**src/rtl/pad_sleep_pkg.sv**
```systemverilog
package pad_sleep_pkg;
  typedef enum logic [1:0] {
    SLP_DRIVE0 = 2'b00,
    SLP_DRIVE1 = 2'b01,
    SLP_HIGHZ  = 2'b10,
    SLP_KEEP   = 2'b11
  } slp_mode_e;

  localparam int unsigned ModeW = 2;
endpackage

```
**src/rtl/pad_sleep_edge.sv**
```systemverilog
module pad_sleep_edge (
  input  logic clk_i,
  input  logic rst_ni,
  input  logic sleep_req_i,
  output logic arm_o
);
  logic req_q;

  always_ff @(posedge clk_i or negedge rst_ni) begin
    if (!rst_ni) req_q <= 1'b0;
    else         req_q <= sleep_req_i;
  end

  assign arm_o = sleep_req_i & ~req_q;
endmodule

```
**src/rtl/pad_sleep_cfg.sv**
```systemverilog
module pad_sleep_cfg
  import pad_sleep_pkg::*;
#(
  parameter int unsigned NUM_PADS = 8
) (
  input  logic                      clk_i,
  input  logic                      rst_ni,
  input  logic                      en_we_i,
  input  logic [NUM_PADS-1:0]       en_wdata_i,
  input  logic [NUM_PADS-1:0]       mode_we_i,
  input  logic [ModeW*NUM_PADS-1:0] mode_wdata_i,
  output logic [NUM_PADS-1:0]       en_o,
  output logic [ModeW*NUM_PADS-1:0] mode_o
);
  always_ff @(posedge clk_i or negedge rst_ni) begin
    if (!rst_ni)      en_o <= '0;
    else if (en_we_i) en_o <= en_wdata_i;
  end

  for (genvar g = 0; g < NUM_PADS; g++) begin : g_mode
    always_ff @(posedge clk_i or negedge rst_ni) begin
      if (!rst_ni) mode_o[ModeW*g +: ModeW] <= SLP_DRIVE0;
      else if (mode_we_i[g])
        mode_o[ModeW*g +: ModeW] <= mode_wdata_i[ModeW*g +: ModeW];
    end
  end
endmodule

```
**src/rtl/pad_sleep_lane.sv**
```systemverilog
module pad_sleep_lane
  import pad_sleep_pkg::*;
(
  input  logic      clk_i,
  input  logic      rst_ni,
  input  logic      arm_i,
  input  logic      en_i,
  input  slp_mode_e mode_i,
  input  logic      clr_i,
  input  logic      mux_out_i,
  input  logic      mux_oe_i,
  output logic      pad_out_o,
  output logic      pad_oe_o,
  output logic      status_o
);
  logic hold_out_q, hold_oe_q;
  logic cap_out, cap_oe;

  always_comb begin
    unique case (mode_i)
      SLP_DRIVE0: begin cap_out = 1'b0;      cap_oe = 1'b1;     end
      SLP_DRIVE1: begin cap_out = 1'b1;      cap_oe = 1'b1;     end
      SLP_HIGHZ:  begin cap_out = 1'b0;      cap_oe = 1'b0;     end
      default:    begin cap_out = pad_out_o; cap_oe = pad_oe_o; end
    endcase
  end

  // arming dominates a same-cycle clear
  always_ff @(posedge clk_i or negedge rst_ni) begin
    if (!rst_ni) begin
      status_o   <= 1'b0;
      hold_out_q <= 1'b0;
      hold_oe_q  <= 1'b0;
    end else if (arm_i && en_i) begin
      status_o   <= 1'b1;
      hold_out_q <= cap_out;
      hold_oe_q  <= cap_oe;
    end else if (clr_i) begin
      status_o   <= 1'b0;
    end
  end

  assign pad_out_o = status_o ? hold_out_q : mux_out_i;
  assign pad_oe_o  = status_o ? hold_oe_q  : mux_oe_i;
endmodule

```
**src/rtl/pad_sleep_ovr.sv**
```systemverilog
module pad_sleep_ovr
  import pad_sleep_pkg::*;
#(
  parameter int unsigned NUM_PADS = 8
) (
  input  logic                      clk_i,
  input  logic                      rst_ni,
  input  logic                      sleep_req_i,
  input  logic                      en_we_i,
  input  logic [NUM_PADS-1:0]       en_wdata_i,
  input  logic [NUM_PADS-1:0]       mode_we_i,
  input  logic [2*NUM_PADS-1:0]     mode_wdata_i,
  input  logic                      status_clr_we_i,
  input  logic [NUM_PADS-1:0]       status_clr_wdata_i,
  input  logic [NUM_PADS-1:0]       mux_out_i,
  input  logic [NUM_PADS-1:0]       mux_oe_i,
  output logic [NUM_PADS-1:0]       pad_out_o,
  output logic [NUM_PADS-1:0]       pad_oe_o
);
  localparam int unsigned MW = ModeW * NUM_PADS;

  logic                arm;
  logic [NUM_PADS-1:0] cfg_en;
  logic [MW-1:0]       cfg_mode;
  logic [NUM_PADS-1:0] sleep_st;

  pad_sleep_edge i_edge (
    .clk_i       (clk_i),
    .rst_ni      (rst_ni),
    .sleep_req_i (sleep_req_i),
    .arm_o       (arm)
  );

  pad_sleep_cfg #(.NUM_PADS(NUM_PADS)) i_cfg (
    .clk_i        (clk_i),
    .rst_ni       (rst_ni),
    .en_we_i      (en_we_i),
    .en_wdata_i   (en_wdata_i),
    .mode_we_i    (mode_we_i),
    .mode_wdata_i (mode_wdata_i),
    .en_o         (cfg_en),
    .mode_o       (cfg_mode)
  );

  for (genvar g = 0; g < NUM_PADS; g++) begin : g_lane
    pad_sleep_lane i_lane (
      .clk_i     (clk_i),
      .rst_ni    (rst_ni),
      .arm_i     (arm),
      .en_i      (cfg_en[g]),
      .mode_i    (slp_mode_e'(cfg_mode[ModeW*g +: ModeW])),
      .clr_i     (status_clr_we_i & status_clr_wdata_i[g]),
      .mux_out_i (mux_out_i[g]),
      .mux_oe_i  (mux_oe_i[g]),
      .pad_out_o (pad_out_o[g]),
      .pad_oe_o  (pad_oe_o[g]),
      .status_o  (sleep_st[g])
    );
  end
endmodule

```
**config.mk**
```make
export PLATFORM = sky130hd
export DESIGN_NAME = pad_sleep_ovr
export DESIGN_NICKNAME = d
export VERILOG_FILES = /design/src/rtl/pad_sleep_pkg.sv /design/src/rtl/pad_sleep_edge.sv /design/src/rtl/pad_sleep_cfg.sv /design/src/rtl/pad_sleep_lane.sv /design/src/rtl/pad_sleep_ovr.sv
export SDC_FILE = /design/constraint.sdc
export NUM_CORES = 1
export LEC_CHECK = 0
export BUFFER_PORTS_ARGS = -buffer_cell sky130_fd_sc_hd__buf_2
export CAP_MARGIN = 20
export CORE_ASPECT_RATIO = 0.6
export CORE_MARGIN = 3
export CORE_UTILIZATION = 50
export CTS_BUF_LIST = sky130_fd_sc_hd__clkbuf_16
export DETAILED_ROUTE_END_ITERATION = 7
export PLACE_DENSITY = 0.79
export SLEW_MARGIN = 25
export SYNTH_ARGS = -nofsm -noshare
export SYNTH_HDL_FRONTEND = slang
export SYNTH_SLANG_ARGS = --single-unit
```
**constraint.sdc**
```tcl
create_clock -name clk_i -period 1.3 [get_ports clk_i]
set_input_delay 0.26 -clock clk_i [delete_from_list [all_inputs] [get_ports clk_i]]
set_output_delay 0.26 -clock clk_i [all_outputs]
set_load 0.02 [all_outputs]
```
==> flow_summary.yaml, run 1 <==
floorplan:
  die_w_um: 93.4
  initial_core_util: 0.538
  num_io_pins: 77
  die_y_um: 58.4
  dieArea_mm2: 0.00545
  coreArea_mm2: 0.00426
  row_count: 18
detailed_routing:
  routedWlPerCell_um: 13.0
  drt_wl_total_mm: 4.39
  first_pass_iters: 4
  detail-route-antenna-nets: 0
  viasPerCell: 4.80
  drc: 0
  num_vias: 1621
  dr.first_iter.drc_count: 38
run:
  max_cap_violations: 0
timing:
  maxSlewHeadroom: 0.832
  worst_pin_slew_ns: 0.252
  drv_slew: 0
  setup_viol: 16
  hold_ws_ns: 0.112
  finalCritPeriodShare: 1.10
  hold_viol: 0
  setup_ws_ns: -0.127
  rsz0062_at_grt: "true"
  fmax_ghz: 0.701
  fin_skew_ns: 0.00431
  finalCriticalPeriod_ns: 1.43
synthesis:
  ys.flop_type: "dfrtp_1"
  synth_edf_count: 0
  synthTopCellsByArea: "dfrtp_1 (54%), mux2_2 (16%), nand2_1 (5.9%)"
  ys_seq_area_frac: 0.536
  synth-seq-cells: 49
  synth_most_common_cell: "dfrtp_1"
  synth_top_area_frac: 0.536
  synth_xor_area_frac: 0
  synth_compound_area_frac: 0.0918
  synthSimpleGateAreaFrac: 0.0781
  synthCells: 207
  synthAdderAreaFrac: 0
  synth_top_family_by_area: "multiplexers"
  synth.distinct_cells: 17
  syn-num-nets: 268
  synth_mux_area_frac: 0.192
  avgSynthCellArea_um2: 11.1
  synth_common_cells: "dfrtp_1 (49), nand2_1 (36), mux2_2 (32)"
  synth.cell_area_mm2: 0.00229
  postSynth.asyncResetShare: 1.00
  yosys_warnings: 0
  yosys.area.top_type: "dfrtp_1"
grt:
  grt_pass1_wl_mm: 7.15
  grt_usage: 0.167
  overflow: 0
  grt_pass1_vias: 1558
  antenna_found_initial: 0
  grt_max_degree: 50
worst_setup_path:
  critPathMaxFanout: 3
  start_kind: "register"
  crit_buf_inv: 1
  cp.arrival_ns: 1.17
  cp_slowest_cell: "dfrtp_1"
  cp-end-kind: "output port"
  crit_path_max_incr_delay_ns: 0.43
  crit_required_ns: 1.04
  path_cells: "mux2_4 > buf_6"
  path_delay_family: "flip-flops"
  critical_path_class: "reg -> out"
clock_tree:
  cts_buffers: 5
  cts-root-buf: "clkbuf_16"
  cts_sinks: 49
  cts_tree: "yes"
  cts_max_path_buffers: 2
  clock_latency_ns: 0.28
  clk_pin_slew_ns: 0.06
  htree_levels: 2
cells_and_area:
  synthToLayoutAreaGrowth_pct: 28.4
  nNetsFinal: 338
  final_layout_size_suffix_gt1_frac: 0.457
  diodes: 0
  num-fill-cells: 317
  finalCoreUtilization: 0.691
placed_design:
  gp_congestion: 0.769
  io_buffers: 76
  dp_hpwl_mm: 3.13
hold_path:
  hold_class: "in -> reg"
power_and_ir_drop:
  pwr-share-comb: 0.258
  pwr_density_cell_mw_per_mm2: 1440
  p_seq_frac: 0.463
  p_sw_uw: 1160
  p_leak_uw: 0.00152
  p_sw_frac: 0.273
  internal-power_uw: 3080
  ir_worst_vdd_v: 0.000845
  p_clk_frac: 0.279
status:
  status: "complete, but fails checks"
  violations: "negative setup slack"
==> cells by family (layout without fill, tap and decap cells) <==
group	Yosys count	count (layout)
simple gates	41	41
flops	49	49
compound gates	40	40
buf+inv	37	108
mux	40	40
==> path summary, 6_finish.rpt <==
check / from / to / slack (ns) / depth (start not counted)
hold / removal: sleep_req_i / i_edge.req_q / 0.11 / 1
setup reg to reg: g_lane[0].i_lane.status_o / g_lane[0].i_lane.hold_oe_q / 0.06 / 4
min in group asynchronous: rst_ni / i_cfg.mode_o[13] / 0.49 / 3
hold reg to reg: i_cfg.en_o[5] / g_lane[5].i_lane.hold_oe_q / 0.51 / 1
max in group asynchronous: rst_ni / g_lane[7].i_lane.hold_oe_q / 0.59 / 3
setup / recovery: g_lane[4].i_lane.status_o / pad_oe_o[4] / -0.13 / 2
==> flip-flops by register name (all words and copies together) (netlist names) <==
register                  flops
i_cfg.mode_o                 16
g_lane.i_lane.hold_oe_q       8
g_lane.i_lane.hold_out_q      8
g_lane.i_lane.status_o        8
i_cfg.en_o                    8
i_edge.req_q                  1
==> power by group through the flow <==
stage                     Sequential [uW]  Clock [uW]  Combinational, uW
after detailed placement             1960           0                868
after CTS                            1950        1230                968
after floorplan                      1910           0                724
after global routing                 2000        1300               1200
after global placement               1960           0                843
final                                1960        1180               1090
==> through the flow <==
| stage | area, um^2 | worst slack, ns | std cells | setup TNS [ns] | power, uW |
|---|---|---|---|---|---|
| 2_1_floorplan | 2290 | 0.197 | 207 | 0 | 2640 |
| 3_3_place_gp | 2610 | 0.171 | 324 | 0 | 2800 |
| 3_5_place_dp | 2610 | 0.146 | 324 | 0 | 2830 |
| 4_1_cts | 2830 | -0.138 | 335 | -2.01 | 4150 |
| 5_1_grt | 2940 | -0.163 | 338 | -2.34 | 4490 |
| 6_report | 2940 | -0.127 | 338 | -1.74 | 4230 |
==> cell usage in the layout (no fill, tap or decap), drive strengths merged <==
master,instances
nor2b,1
dlygate4sd3,1
buf,83
a21oi,16
clkbuf,5
nand2,40
inv,16
dfrtp,49
a31oi,8
clkinv,3
mux2i,8
mux2,32
o21ai,16
==> timing repair <==
item                                   4_1_cts  5_1_grt
setup endpoints to repair                   16       17
buffers inserted                             2        3
hold buffers                                 1        0
resized for setup                           18       25
endpoints found under the hold margin       49        0
==> metal layers <==
layer,part of all wire,vias to the layer above,global-route usage
met4,0.0027,0,0.0334
li1,-,824,-
met1,0.50,746,0.249
met5,0,-,0
met2,0.43,49,0.247
met3,0.067,2,0.0460
==> final cells by class <==
class,count,area (um^2),area share
inverters,16,60.1,0.0204
multi-input cells,121,886,0.301
clock buffers,5,125,0.0426
well taps,60,75.1,0.0255
clock inverters,3,12.5,0.00426
repair buffers,84,556,0.189
flip-flops and latches,49,1230,0.417
Power figures use the tool's default switching activity.
==> inputs of run 2 (changes only) <==
SKIP_LAST_GASP = 1   (was unset)
clock period = 1.42 ns   (was 1.3 ns; I/O delays follow)
==> run 2 against run 1 <==
Effect of this change: clock power is 9% lower; global-route usage up 1.9 points; count of clock-buffer cells in the layout is the same; critical path depth unchanged; cell area fell by 0.85%; first-iteration DRC count rose by 39%; the run still ends with negative setup slack left; non-clock buffer count down 1; register-to-register slack better by 0.12 ns; clock skew down 0.0017 ns; worst hold slack better by 0.026 ns; die area unchanged; worst setup slack better by 0.090 ns.
==> flow_summary.yaml, run 2 (synthesis results as in run 1) <==
status:
  status: "complete, but fails checks"
  violations: "negative setup slack"
cells_and_area:
  num-fill-cells: 317
  design_area_mm2: 0.00292
  final_cell_mix: "buf_2 (63), dfrtp_1 (49), nand2_1 (36)"
  multi_input_area_um2: 882
  final_layout_size_suffix_gt1_frac: 0.455
  diodes: 0
  final_common_cell: "buf_2"
  top_register: "i_cfg.mode_o"
  nNetsFinal: 337
  seqCellArea_mm2: 0.00123
  synthToLayoutAreaGrowth_pct: 27.3
  largest_reg_flops: 16
clock_tree:
  cts_tree: "yes"
  clock_latency_ns: 0.28
  cts-root-buf: "clkbuf_16"
  cts_sinks: 49
  clk_pin_slew_ns: 0.06
  cts_max_path_buffers: 2
  htree_levels: 2
  cts_buffers: 5
power_and_ir_drop:
  ir_worst_vdd_v: 0.000811
  power_uw: 3860
  pwr_density_cell_mw_per_mm2: 1320
  p_leak_uw: 0.00151
floorplan:
  num_io_pins: 77
  initial_core_util: 0.538
  die_y_um: 58.4
  dieArea_mm2: 0.00545
  row_count: 18
  die_w_um: 93.4
  coreArea_mm2: 0.00426
placed_design:
  post_dp_cell_area_mm2: 0.00261
  gp_congestion: 0.767
  post-place-ws_ns: 0.254
  dp_hpwl_mm: 3.15
  io_buffers: 76
timing:
  setup_viol: 16
  hold_viol: 0
  hold_ws_ns: 0.138
  worst_pin_slew_ns: 0.259
  maxSlewHeadroom: 0.827
  drv_slew: 0
  fmax_ghz: 0.686
  finalCriticalPeriod_ns: 1.46
  fin_skew_ns: 0.00265
  rsz0062_at_grt: "true"
  finalSetupTns_ns: -0.333
  finalCritPeriodShare: 1.03
  setup_ws_ns: -0.0369
detailed_routing:
  detail-route-antenna-nets: 0
  drc: 0
  dr.first_iter.drc_count: 53
  routedWlPerCell_um: 13.7
  drt_wl_total_mm: 4.59
  num_vias: 1660
  first_pass_iters: 4
  viasPerCell: 4.96
grt:
  overflow: 0
  grt_pass1_vias: 1658
  antenna_found_initial: 0
  grt_pass1_wl_mm: 7.85
  grt_max_degree: 50
  grt_usage: 0.186
worst_setup_path:
  start_kind: "register"
  cp.arrival_ns: 1.17
  crit_required_ns: 1.14
  critPathMaxFanout: 3
  cp-end-kind: "output port"
  critical_path_class: "reg -> out"
hold_path:
  hold_class: "in -> reg"
run:
  max_cap_violations: 0
## run 2: final cells by class
cell class | instances | area share
flip-flops and latches | 49 | 0.421
clock buffers | 5 | 0.0429
clock inverters | 1 | 0.00172
inverters | 16 | 0.0206
well taps | 60 | 0.0258
repair buffers | 83 | 0.186
multi-input cells | 121 | 0.303
## run 2: worst paths after layout
path / from / to / slack (ns) / cells after the start
min in group asynchronous: rst_ni / g_lane[6].i_lane.hold_out_q / 0.53 / 3
hold / removal: sleep_req_i / i_edge.req_q / 0.14 / 1
max in group asynchronous: rst_ni / g_lane[3].i_lane.hold_oe_q / 0.66 / 3
setup reg to reg: g_lane[6].i_lane.status_o / g_lane[6].i_lane.hold_oe_q / 0.18 / 4
setup / recovery: g_lane[1].i_lane.status_o / pad_out_o[1] / -0.04 / 2
hold reg to reg: i_cfg.en_o[4] / g_lane[4].i_lane.hold_oe_q / 0.51 / 1
## run 2: power breakdown
part | internal (uW) | switching, uW | leakage, uW
Clock | 628 | 440 | 0.0000655
Combinational | 544 | 444 | 0.000869
Sequential | 1630 | 173 | 0.000575
Total | 2800 | 1060 | 0.00151
## run 2: repair_timing
| item | 4_1_cts | 5_1_grt |
|---|---|---|
| endpoints found under the hold margin | 49 | 0 |
| setup endpoints to repair | 16 | 16 |
| buffers inserted | 4 | 0 |
| hold buffers | 1 | 0 |
| resized for setup | 36 | 4 |
## run 2: worst max-delay path, cell delays in order, from the launching register on
cell     delay (ns)
dfrtp_1        0.43
mux2_4         0.33
buf_6          0.13
## run 2: per-layer routing
metal  global-route usage  vias up  part of all wire  routed length (um)
met4               0.0543        0             0.012                  55
li1                     -      822                 -                   -
met3               0.0460        9             0.053                 244
met1                0.269      777              0.49                2230
met5                    0        -                 0                   0
met2                0.282       52              0.45                2060
## run 2: per-stage QoR
step                std cells  utilization
floorplan                 207            -
global placement          324        0.613
detailed placement        324        0.613
CTS                       335        0.682
global route              335        0.685
finish                    335        0.685
==> inputs of run 3 (changes only) <==
ABC_CLOCK_PERIOD_IN_PS = 1420   (was unset)
RECOVER_POWER = 50   (was unset)
==> run 3 against run 2 <==
Effect of this change: the flow still finishes with violations (negative setup slack); largest cell class unchanged; clock power is essentially flat; highest routed layer unchanged; cell area shrank 0.47%; largest power group unchanged; core utilization shrank 0.32 points.
==> flow_summary.yaml, run 3 (synthesis results as in run 1) <==
hold_path:
  hold_class: "in -> reg"
  hold_end: "i_edge.req_q"
  worstHoldStart: "sleep_req_i"
  min_path_cells: 1
cells_and_area:
  diodes: 0
  final_cells: 335
  top_register: "i_cfg.mode_o"
  final_common_cell: "buf_2"
  nNetsFinal: 337
  largest_reg_flops: 16
  seqCellArea_mm2: 0.00123
  multi_input_area_um2: 882
  final_layout_size_suffix_gt1_frac: 0.451
  design_area_mm2: 0.00290
  synthToLayoutAreaGrowth_pct: 26.7
  final_cell_mix: "buf_2 (62), dfrtp_1 (49), nand2_1 (36)"
  num-fill-cells: 320
timing:
  setup_viol: 16
  fmax_ghz: 0.686
  maxSlewHeadroom: 0.570
  hold_viol: 0
  finalCritPeriodShare: 1.03
  fin_skew_ns: 0.00250
  drv_slew: 0
  rsz0062_at_grt: "true"
  setup_ws_ns: -0.0368
  finalSetupTns_ns: -0.327
  finalCriticalPeriod_ns: 1.46
  worst_pin_slew_ns: 0.645
floorplan:
  die_w_um: 93.4
  initial_core_util: 0.538
  num_io_pins: 77
  die_y_um: 58.4
  coreArea_mm2: 0.00426
  dieArea_mm2: 0.00545
  row_count: 18
worst_setup_path:
  r2r-end: "g_lane[6].i_lane.hold_oe_q"
  path_delay_family: "flip-flops"
  crit_buf_inv: 1
  cp_slowest_cell: "dfrtp_1"
  crit_path_max_incr_delay_ns: 0.43
  worst-path-stages: 2
  cp-end-kind: "output port"
  crit_required_ns: 1.14
  path_cells: "mux2_4 > buf_6"
  cp.arrival_ns: 1.17
  critical_path_class: "reg -> out"
  reg2reg_slack_ns: 0.18
  timing.rr.start: "g_lane[6].i_lane.status_o"
  start_kind: "register"
  critPathMaxFanout: 3
  worst-r2r-cell-count: 4
placed_design:
  dp_hpwl_mm: 3.15
  post_dp_cell_area_mm2: 0.00261
  io_buffers: 76
  gp_congestion: 0.767
  placedCellCount: 324
grt:
  grt_usage: 0.186
  grt_pass1_vias: 1658
  grt_pass1_wl_mm: 7.85
  overflow: 0
  grt_max_degree: 50
  antenna_found_initial: 0
detailed_routing:
  num_vias: 1667
  drc: 0
  viasPerCell: 4.98
  dr.first_iter.drc_count: 52
  first_pass_iters: 4
  routedWlPerCell_um: 13.6
  drt_wl_total_mm: 4.57
  detail-route-antenna-nets: 0
clock_tree:
  clk_pin_slew_ns: 0.06
  cts-root-buf: "clkbuf_16"
  cts_buffers: 5
  cts_max_path_buffers: 2
  cts_tree: "yes"
  htree_levels: 2
  cts_sinks: 49
  clock_latency_ns: 0.28
status:
  status: "complete, but fails checks"
  violations: "negative setup slack"
power_and_ir_drop:
  p_leak_uw: 0.00150
  ir_worst_vdd_v: 0.000811
  power_uw: 3850
  pwr_density_cell_mw_per_mm2: 1330
run:
  max_cap_violations: 0
[run 3: worst max path at each step]
stage,start,slack (ns),end
after global placement,g_lane[1].i_lane.status_o,0.27,pad_oe_o[1]
after global routing,g_lane[1].i_lane.status_o,-0.07,pad_out_o[1]
final,g_lane[1].i_lane.status_o,-0.04,pad_out_o[1]
after floorplan,g_lane[0].i_lane.status_o,0.29,pad_oe_o[0]
after CTS,g_lane[1].i_lane.status_o,-0.03,pad_oe_o[1]
after detailed placement,g_lane[0].i_lane.status_o,0.25,pad_oe_o[0]
[run 3: worst reg2reg max path: stages, from the launching register on]
cell and delay [ns]:
dfrtp_1 0.41, mux2_4 0.32, buf_4 0.14, a21oi_1 0.15, a31oi_1 0.09
[run 3: power breakdown]
| part | total (uW) | switching [uW] | leakage, uW | internal, uW |
|---|---|---|---|---|
| clock | 1060 | 437 | 0.0000655 | 628 |
| sequential | 1800 | 172 | 0.000575 | 1630 |
| combinational | 981 | 442 | 0.000861 | 539 |
| total | 3850 | 1050 | 0.00150 | 2790 |
[run 3: per-stage QoR]
| step | utilization | setup WS, ns | hold WS (ns) |
|---|---|---|---|
| final | 0.682 | -0.0368 | 0.147 |
| after CTS | 0.682 | -0.0310 | 0.130 |
| after detailed placement | 0.613 | 0.254 | 0.288 |
| after global placement | 0.613 | 0.267 | 0.290 |
| after floorplan | - | 0.293 | -0.0116 |
| after global routing | 0.682 | -0.0728 | 0.150 |
[run 3: repair_timing]
action,in CTS,in global routing
pin swaps,0,0
gates resized for setup,36,4
hold buffers,1,0
setup endpoints to repair,16,16
buffers inserted,4,0
hold endpoints to repair,49,0
[run 3: area by class of cell]
cell class / count / area share
sequential: 49 / 0.423
multi-input combinational: 121 / 0.304
timing repair buffer: 83 / 0.182
clock buffer: 5 / 0.0431
tap: 60 / 0.0259
inverter: 16 / 0.0207
clock inverter: 1 / 0.00172
[run 3: per-layer routing]
metal | part of all wire | routed length, um | up-vias | track usage
met5 | 0 | 0 | - | 0
met1 | 0.48 | 2190 | 780 | 0.269
met3 | 0.058 | 267 | 9 | 0.0460
met2 | 0.45 | 2060 | 55 | 0.282
met4 | 0.012 | 55 | 0 | 0.0543
li1 | - | - | 823 | -
